`config.mk`:
```
export PLATFORM = sky130hd
export DESIGN_NAME = br3_target_unit
export DESIGN_NICKNAME = d
export VERILOG_FILES = /design/src/rtl/br3_pkg.sv /design/src/rtl/br3_flags.sv /design/src/rtl/br3_lowadd.sv /design/src/rtl/br3_upsel.sv /design/src/rtl/br3_target_unit.sv
export SDC_FILE = /design/constraint.sdc
export NUM_CORES = 1
export LEC_CHECK = 0
export ABC_CLOCK_PERIOD_IN_PS = 1100
export BUFFER_PORTS_ARGS = -buffer_cell sky130_fd_sc_hd__buf_2
export CAP_MARGIN = 10
export CORE_AREA = 2 2 156 173
export DETAILED_ROUTE_END_ITERATION = 7
export DIE_AREA = 0 0 158 175
export HOLD_SLACK_MARGIN = 0.08
export PLACE_DENSITY_LB_ADDON = 0.05
export SLEW_MARGIN = 30
export SYNTH_ARGS = -nofsm -noshare
export SYNTH_HDL_FRONTEND = slang
export SYNTH_SLANG_ARGS = --single-unit
```
`constraint.sdc`:
```
create_clock -name clk -period 1.1 [get_ports clk]
set_input_delay 0.275 -clock clk [delete_from_list [all_inputs] [get_ports clk]]
set_output_delay 0.275 -clock clk [all_outputs]
set_load 0.05 [all_outputs]
```
`src/rtl/br3_pkg.sv`:
```
package br3_pkg;
  localparam int unsigned PC_W   = 48;
  localparam int unsigned OP_W   = 64;
  localparam int unsigned IMM_W  = 33;
  localparam int unsigned LOW_W  = 16;
  localparam int unsigned F3_W   = 11;
  localparam int unsigned F2_W   = 16;
  localparam int unsigned N_DIR  = 3;

  typedef enum logic [1:0] {
    DIR_LT = 2'd0,
    DIR_EQ = 2'd1,
    DIR_GT = 2'd2
  } dir_e;
endpackage

```
`src/rtl/br3_flags.sv`:
```
module br3_flags #(
  parameter int unsigned OP_W = 64
) (
  input  logic [OP_W-1:0] opa,
  input  logic [OP_W-1:0] opb,
  output logic            lt,
  output logic            eq,
  output logic            gt
);
  logic [OP_W-1:0] diff;
  logic            sgn_f;
  logic            ovf_f;
  logic            zro_f;
  logic            neg_true;

  always_comb begin
    diff     = opa - opb;
    sgn_f    = diff[OP_W-1];
    ovf_f    = (opa[OP_W-1] ^ opb[OP_W-1]) & (diff[OP_W-1] ^ opa[OP_W-1]);
    zro_f    = ~|diff;
    neg_true = sgn_f ^ ovf_f;
    lt       = neg_true & ~zro_f;
    eq       = zro_f;
    gt       = ~neg_true & ~zro_f;
  end
endmodule

```
`src/rtl/br3_lowadd.sv`:
```
module br3_lowadd #(
  parameter int unsigned LOW_W = 16,
  parameter int unsigned IMM_W = 33,
  parameter int unsigned F3_W  = 11,
  parameter int unsigned F2_W  = 16,
  parameter int unsigned N_DIR = 3
) (
  input  logic [LOW_W-1:0]            pc_lo,
  input  logic [IMM_W-1:0]            imm,
  input  logic                        two_way,
  output logic [N_DIR-1:0][LOW_W-1:0] lo_sum,
  output logic [N_DIR-1:0][1:0]       adj
);
  localparam int unsigned SUM_W = LOW_W + 2;

  for (genvar k = 0; k < N_DIR; k++) begin : g_dir
    logic [F3_W-1:0]  fld3;
    logic [F2_W-1:0]  fld2;
    logic [SUM_W-1:0] off3;
    logic [SUM_W-1:0] off2;
    logic [SUM_W-1:0] off;
    logic [SUM_W-1:0] sum;

    assign fld3 = imm[k*F3_W +: F3_W];

    if (k == 0) begin : g_lo
      assign fld2 = imm[F2_W-1:0];
    end else if (k == N_DIR-1) begin : g_hi
      assign fld2 = imm[2*F2_W-1:F2_W];
    end else begin : g_mid
      assign fld2 = '0;
    end

    always_comb begin
      off3 = {{(SUM_W-F3_W-1){fld3[F3_W-1]}}, fld3, 1'b0};
      off2 = {{(SUM_W-F2_W-1){fld2[F2_W-1]}}, fld2, 1'b0};
      off  = two_way ? off2 : off3;
      sum  = {2'b00, pc_lo} + off;
    end

    assign lo_sum[k] = sum[LOW_W-1:0];
    assign adj[k]    = sum[SUM_W-1:LOW_W];
  end
endmodule

```
`src/rtl/br3_upsel.sv`:
```
module br3_upsel #(
  parameter int unsigned UP_W = 32
) (
  input  logic [UP_W-1:0] pc_hi,
  input  logic [1:0]      adj,
  output logic [UP_W-1:0] hi
);
  logic [UP_W-1:0] hi_inc;
  logic [UP_W-1:0] hi_dec;

  always_comb begin
    hi_inc = pc_hi + UP_W'(1);
    hi_dec = pc_hi - UP_W'(1);
    unique case (adj)
      2'b01:   hi = hi_inc;
      2'b11:   hi = hi_dec;
      default: hi = pc_hi;
    endcase
  end
endmodule

```
`src/rtl/br3_target_unit.sv`:
```
module br3_target_unit
  import br3_pkg::*;
#(
  parameter int unsigned P_PC_W  = PC_W,
  parameter int unsigned P_OP_W  = OP_W,
  parameter int unsigned P_IMM_W = IMM_W,
  parameter int unsigned P_LOW_W = LOW_W,
  parameter int unsigned P_F3_W  = F3_W,
  parameter int unsigned P_F2_W  = F2_W
) (
  input  logic               clk,
  input  logic               rst_n,
  input  logic               in_valid,
  input  logic               two_way,
  input  logic [P_PC_W-1:0]  pc,
  input  logic [P_OP_W-1:0]  opa,
  input  logic [P_OP_W-1:0]  opb,
  input  logic [P_IMM_W-1:0] imm,
  output logic               out_valid,
  output logic               taken,
  output logic [P_PC_W-1:0]  target
);
  localparam int unsigned UP_W = P_PC_W - P_LOW_W;

  logic                          f_lt;
  logic                          f_eq;
  logic                          f_gt;
  dir_e                          dir;
  logic [N_DIR-1:0][P_LOW_W-1:0] lo_sum;
  logic [N_DIR-1:0][1:0]         adj;
  logic [P_LOW_W-1:0]            lo_pick;
  logic [1:0]                    adj_pick;
  logic [UP_W-1:0]               hi_pick;

  logic                          valid_d;
  logic                          taken_d;
  logic [P_PC_W-1:0]             target_d;
  logic                          target_en;
  logic                          valid_q;
  logic                          taken_q;
  logic [P_PC_W-1:0]             target_q;

  br3_flags #(.OP_W(P_OP_W)) u_flags (
    .opa (opa),
    .opb (opb),
    .lt  (f_lt),
    .eq  (f_eq),
    .gt  (f_gt)
  );

  br3_lowadd #(
    .LOW_W (P_LOW_W),
    .IMM_W (P_IMM_W),
    .F3_W  (P_F3_W),
    .F2_W  (P_F2_W),
    .N_DIR (N_DIR)
  ) u_lowadd (
    .pc_lo   (pc[P_LOW_W-1:0]),
    .imm     (imm),
    .two_way (two_way),
    .lo_sum  (lo_sum),
    .adj     (adj)
  );

  always_comb begin
    if (f_lt)      dir = DIR_LT;
    else if (f_gt) dir = DIR_GT;
    else           dir = DIR_EQ;
  end

  always_comb begin
    unique case (dir)
      DIR_LT: begin
        lo_pick  = lo_sum[0];
        adj_pick = adj[0];
      end
      DIR_GT: begin
        lo_pick  = lo_sum[2];
        adj_pick = adj[2];
      end
      default: begin
        lo_pick  = lo_sum[1];
        adj_pick = adj[1];
      end
    endcase
  end

  br3_upsel #(.UP_W(UP_W)) u_upsel (
    .pc_hi (pc[P_PC_W-1:P_LOW_W]),
    .adj   (adj_pick),
    .hi    (hi_pick)
  );

  // next-state
  always_comb begin
    valid_d   = in_valid;
    taken_d   = in_valid & (~two_way | ~f_eq);
    target_d  = {hi_pick, lo_pick};
    target_en = in_valid;
  end

  // registers
  always_ff @(posedge clk or negedge rst_n) begin
    if (!rst_n) begin
      valid_q  <= 1'b0;
      taken_q  <= 1'b0;
      target_q <= '0;
    end else begin
      valid_q <= valid_d;
      taken_q <= taken_d;
      if (target_en) target_q <= target_d;
    end
  end

  assign out_valid = valid_q;
  assign taken     = taken_q;
  assign target    = target_q;
endmodule

```
; ---- Word-level counts from Yosys, hierarchy flattened
; Index checks and enable logic that the tools add are counted.
[op_classes]
n_addsub = 6
eq_ne = 3
n_bitwise = 10
mux = 8
n_reduce_logical = 2
[ops]
columns = op, count
row1 = case mux 32 bit (2 select lines), 1
row2 = OR reduction 64 bit, 1
row3 = subtractor 64 bit, 1
row4 = adder 16 x 18 -> 18 bit, 3
row5 = two-way mux 18 bit, 3
row6 = "adder 32 x 1 -> 32 bit, second input constant", 1
row7 = case mux 16 bit (2 select lines), 1
row8 = "subtractor 32 x 1 -> 32 bit, second input constant", 1
row9 = AND 1 bit, 4
row10 = "== test 2 bit, second input constant", 2
row11 = two-way mux 2 bit, 2
row12 = case mux 2 bit (2 select lines), 1
row13 = bitwise XOR 1 bit, 3
row14 = "== test 2 x 1 -> 1 bit, second input constant", 1
row15 = zero test 2 bit, 1
row16 = inverter 1 bit, 2
row17 = OR 1 bit, 1
[word_totals]
inputBits = 213
word_cells = 32
output_inout_bits = 50
ff_bits = 50

; ---- Depth between registers and ports, before layout
[logic_depth]
word_depth = 12
ltp_mapped = 41

; ---- Cells and area by module
; From an unflattened synthesis, not the netlist that was laid out.
[unflattened]
cells_unflattened = 1595
hier_area_um2 = 11855.1
[by_module_without_submodules]
columns = mod, area_per_inst_um2, instances, cells_per_inst, seq_area_each_um2
row1 = br3_flags, 5143.7, 1, 793, 0.0
row2 = br3_target_unit, 2432.3, 1, 167, 1251.2
row3 = br3_lowadd, 2427.3, 1, 333, 0.0
row4 = br3_upsel, 1851.8, 1, 302, 0.0

; ---- Least setup slack after synthesis
; Ideal clock, no wire load.
[synth_path]
kind = input port to flip-flop
startpoint = in opb[44]
endpoint = reg target_q[47] (netlist: target[47])
setup_slack_ps = -7689
arrival_ps = 8721
setup_ps = 68
stages = 40
required_time_ps = 1032
path_buffers = 2
cell_sequence = inv_1 -> ha_1 -> buf_6 -> a21o_1 -> a31o_1 -> a311o_1 -> a2bb2oi_1 -> or4b_4 -> a31oi_1 -> o21ai_0 -> a21o_1 -> a21oi_1 -> fa_1 -> nand3_1 -> a221o_1 -> nor4_1 -> nand4_1 -> nor4_1 -> [4 not listed] -> nand4b_1 -> nor2_1 -> buf_2 -> a21o_1 -> ha_1 -> a21o_1 -> a21oi_1 -> a21boi_0 -> o311ai_0 -> a221o_1 -> a21oi_1 -> o31a_1 -> o2111ai_1 -> a21o_1 -> a21oi_1 -> xnor2_1 -> or3_1 -> nand3_1
[synth_via]
elab_chain_len = 12
[synth_lines]
columns = item, line
row1 = "start, declared", br3_target_unit.sv:17  ; input logic [P_OP_W-1:0] opb,
row2 = subtractor 64 bit *, br3_flags.sv:17  ; diff = opa - opb;
row3 = bitwise XOR 1 bit, br3_flags.sv:19  ; ovf_f = (opa[OP_W-1] ^ opb[OP_W-1]) & (diff[OP_W-1] ^ opa[OP_W-1]);
row4 = AND 1 bit, br3_flags.sv:19
row5 = bitwise XOR 1 bit, br3_flags.sv:21  ; neg_true = sgn_f ^ ovf_f;
row6 = inverter 1 bit, br3_flags.sv:24  ; gt = ~neg_true & ~zro_f;
row7 = AND 1 bit, br3_flags.sv:24
row8 = two-way mux 2 bit, br3_target_unit.sv:67  ; else if (f_gt) dir = DIR_GT;
row9 = two-way mux 2 bit *, br3_target_unit.sv:66  ; if (f_lt) dir = DIR_LT;
row10 = == test 2 bit or zero test 2 bit (tied branches), br3_target_unit.sv:72  ; unique case (dir)
row11 = case mux 2 bit (2 select lines) *, br3_target_unit.sv:72
row12 = == test 2 bit or == test 2 x 1 -> 1 bit (tied branches), br3_upsel.sv:14  ; unique case (adj)
row13 = case mux 32 bit (2 select lines) *, br3_upsel.sv:14
row14 = "end signal, assigned", br3_target_unit.sv:111  ; if (target_en) target_q <= target_d;
row15 = "end, declared", br3_target_unit.sv:41  ; logic [P_PC_W-1:0] target_q;
; Every way passes the cells marked *; elsewhere a longest branch is shown, timed or not.
; A chain may end at the register's enable or synchronous reset.

; ---- Worst setup path in the final report
; Ends and elaborated chain as after synthesis.

==> impl_metrics.env <==
export IMPL_cts_tree="yes"
export IMPL_ant_nets=0
export IMPL_die_area_um2=27700
export IMPL_yosysTopAreaCell="ha_1"
export IMPL_viasPerCell=5.71
export IMPL_netlist_area_leader_share=0.152
export IMPL_powerDensity_nw_per_um2=1080
export IMPL_worst_slew_pin_transition_ns=0.791
export IMPL_clock_skew_ns=0
export IMPL_crit_start="opb[44]"
export IMPL_leakage_uw=0.00973
export IMPL_fin_hold_ws_ns=0.204
export IMPL_r2r_start="target[29]"
export IMPL_clkTransAtPathRegs_ns=0.08
export IMPL_netlist_instances=1603
export IMPL_ioPinCount=263
export IMPL_ys_ff_latch=50
export IMPL_remaining_drc_errors=0
export IMPL_crit_path_top_delay_cell="or4b_4"
export IMPL_insertion_delay_ns=0.30
export IMPL_grt_pass1_vias=14960
export IMPL_crit_end="target[47]"
export IMPL_nets=2802
export IMPL_pwr_share_comb=0.778
export IMPL_setup_slack_ns=-6.98
export IMPL_synth_distinct_cells=84
export IMPL_grt_total_usage=0.333
export IMPL_rsz0062_at_grt="yes"
export IMPL_slowest_delay_ns=0.53
export IMPL_avgSynthCellArea_um2=7.14
export IMPL_drt_iter0_drc=1432
export IMPL_clock_power_share=0.090
export IMPL_gp_congestion=0.949
export IMPL_worstPathMaxFanout=8
export IMPL_finalCritPeriodShare=7.34
export IMPL_reg2regPathDepth=3
export IMPL_status="finished with violations"
export IMPL_setup_viol=98
export IMPL_reg2reg_slack_ns=-0.33
export IMPL_n_fill_cell=2060
export IMPL_synth_edf_count=0
export IMPL_overflow=0
export IMPL_clockBufferDepth=2
export IMPL_failed_checks="negative setup slack"
export IMPL_die_x_um=158
export IMPL_core_area_um2=25900
export IMPL_synth_nets=1961
export IMPL_r2r_end="target[29]"
export IMPL_drive_gt1_frac=0.440
export IMPL_utilization=0.745
export IMPL_area_growth_pct=68.6
export IMPL_start_util=0.442
export IMPL_switching_power_uw=9870
export IMPL_drt_pass1_iter_count=5
export IMPL_critical_path_startpoint_type="input pin"
export IMPL_drv_cap=0
export IMPL_critPathMostFrequentCell="a21o_1"
export IMPL_cp_required_ns=1.33
export IMPL_hp_class="in -> reg"
export IMPL_synth_area_leaders="ha_1, dfrtp_1, a21oi_1"
export IMPL_clock_sinks=50
export IMPL_antenna_found_initial=1
export IMPL_slew_headroom=0.470
export IMPL_syn_area_um2=11500
export IMPL_cts_made_buffers=5
export IMPL_grt_max_degree=51
export IMPL_fmax_mhz=124
export IMPL_max_vdd_ir_drop_v=0.000847
export IMPL_finalHoldViolations=0
export IMPL_crit_type="in -> reg"
export IMPL_portBuffers=262
export IMPL_grt_first_pass_wirelength_um=74600
export IMPL_ys_flop_type="dfrtp_1"
export IMPL_h_tree_depth=2
export IMPL_finalCriticalPeriod_ns=8.08
export IMPL_vias=15980
export IMPL_p_sw_frac=0.472
export IMPL_power_frac_seq=0.132
export IMPL_yosysWarningCount=0
export IMPL_root_buffer="clkbuf_16"
export IMPL_p_int_uw=11000
export IMPL_synthArstFlopShare=1.00
export IMPL_wire_per_inst_um=18.3
export IMPL_hpwl_um=38100
export IMPL_drv_slew=0
export IMPL_num_rows=62
export IMPL_wirelength_um=51200
export IMPL_crit_path_end_kind="flop"
export IMPL_synth_yosys_seq_area_share=0.109
export IMPL_cp_arrival_ns=8.31
export IMPL_die_h_um=175
-- cell families after synthesis --
| kind of cell | Yosys count | synth area share |
|---|---|---|
| buffers and inverters | 184 | 0.0623 |
| and+or+nand+nor | 545 | 0.243 |
| xor gates and xnor gates | 99 | 0.0757 |
| muxes | 40 | 0.0369 |
| DFF | 50 | 0.109 |
| AOI/OAI and AO/OA | 540 | 0.311 |
| adders and majority gates | 145 | 0.162 |
-- synthesized netlist by cell type, types with 7 or more instances --
master	n
a211o_1	9
and2_1	12
xor2_1	35
clkbuf_1	53
a21boi_0	7
o21ai_0	98
xnor2_1	64
buf_2	12
nor4_1	12
a211oi_1	18
nand3_1	43
and3_1	19
dfrtp_1	50
o31ai_1	15
a21o_1	68
a41oi_1	34
nor3_1	40
nand2_1	140
a21oi_1	149
o2111ai_1	9
ha_1	139
mux2i_1	22
nor2b_1	51
inv_1	115
o211ai_1	11
o21a_1	15
nand2b_1	22
nor2_1	112
o21bai_1	22
or2_2	10
mux2_2	18
nand4_1	31
or3_1	15
a31oi_1	17
-- placed cells by master, fill, tap and decap left out, drive strengths merged, types with 9 or more instances in the layout --
master	count
and3	19
or2	11
nand2b	22
o211ai	11
a31oi	17
xor2	35
nor3	40
ha	139
nor4	13
a211oi	18
a21oi	150
nand3	43
a21o	69
nand2	140
nand4	31
inv	115
a41oi	34
a21boi	9
o21ai	104
o2111ai	9
mux2i	22
dfrtp	50
buf	901
o21bai	22
o31ai	15
and2	12
o21a	15
xnor2	64
nor2b	51
nor2	112
a211o	9
or3	15
mux2	18
-- metrics by stage --
stage / total power [uW] / area [um^2] / worst slack, ns / setup TNS (ns) / cells
final: 20900 / 19300 / -6.98 / -272.38 / 2798
after global routing: 22000 / 19300 / -7.42 / -290.49 / 2798
after CTS: 19600 / 18800 / -6.74 / -262.33 / 2776
after detailed placement: 16300 / 17600 / -7.31 / -286.91 / 2733
after global placement: 16100 / 17600 / -6.98 / -273.60 / 2733
after floorplan: 10500 / 11700 / -6.68 / -251.75 / 1603
-- worst max-delay path, delay by kind of cell --
kind | cells | cell delay (ns)
AO/OA/AOI/OAI | 21 | 4.33
adder cells (fa/ha/maj) | 3 | 0.62
AND/OR/NAND/NOR | 12 | 2.65
buffers and inverters | 3 | 0.29
XOR/XNOR | 1 | 0.12
-- final cells by class --
cell class	count	area, um^2	share of cell area
Inverter	115	447	0.0231
Sequential cell	50	1250	0.0648
Clock buffer	5	125	0.00648
Tap cell	352	440	0.0228
Timing Repair Buffer	902	6660	0.345
Antenna cell	1	2.50	0.000130
Clock inverter	3	45.0	0.00233
Multi-Input combinational cell	1370	10300	0.535
-- power groups by stage --
stage	logic [uW]	clock network, uW	registers, uW
2_1_floorplan	6080	0	4380
3_3_place_gp	13500	0	2600
3_5_place_dp	13700	0	2610
4_1_cts	15100	1840	2700
5_1_grt	17200	1940	2800
6_report	16200	1880	2760
-- registers in the layout (all words and copies together), names as in the netlist --
register,flops
out_valid,1
target,48
taken,1
-- worst min path at each step --
| stage | startpoint | end | slack (ns) | cells after the start |
|---|---|---|---|---|
| 2_1_floorplan | rst_n | out_valid | -0.02 | 0 |
| 3_3_place_gp | rst_n | target[30] | 0.29 | 2 |
| 3_5_place_dp | rst_n | target[30] | 0.29 | 2 |
| 4_1_cts | pc[0] | target[0] | 0.21 | 2 |
| 5_1_grt | pc[0] | target[0] | 0.21 | 2 |
| 6_report | pc[0] | target[0] | 0.20 | 2 |
-- layer usage --
layer,global-route usage,wire length (um),up-vias,share of wire
met5,0,0,-,0
met4,0.0755,2090,0,0.041
met3,0.0322,3780,180,0.074
met2,0.554,23000,728,0.45
met1,0.463,22300,7452,0.44
li1,-,-,7620,-
-- timing repair --
item,4_1_cts,5_1_grt
endpoints found under the hold margin,50,0
buffers inserted,50,27
pin swaps,100,94
hold buffers,1,0
setup endpoints to repair,98,98
resized for setup,195,72
cloned,3,0
No activity file was read; power rests on OpenSTA's default activity.
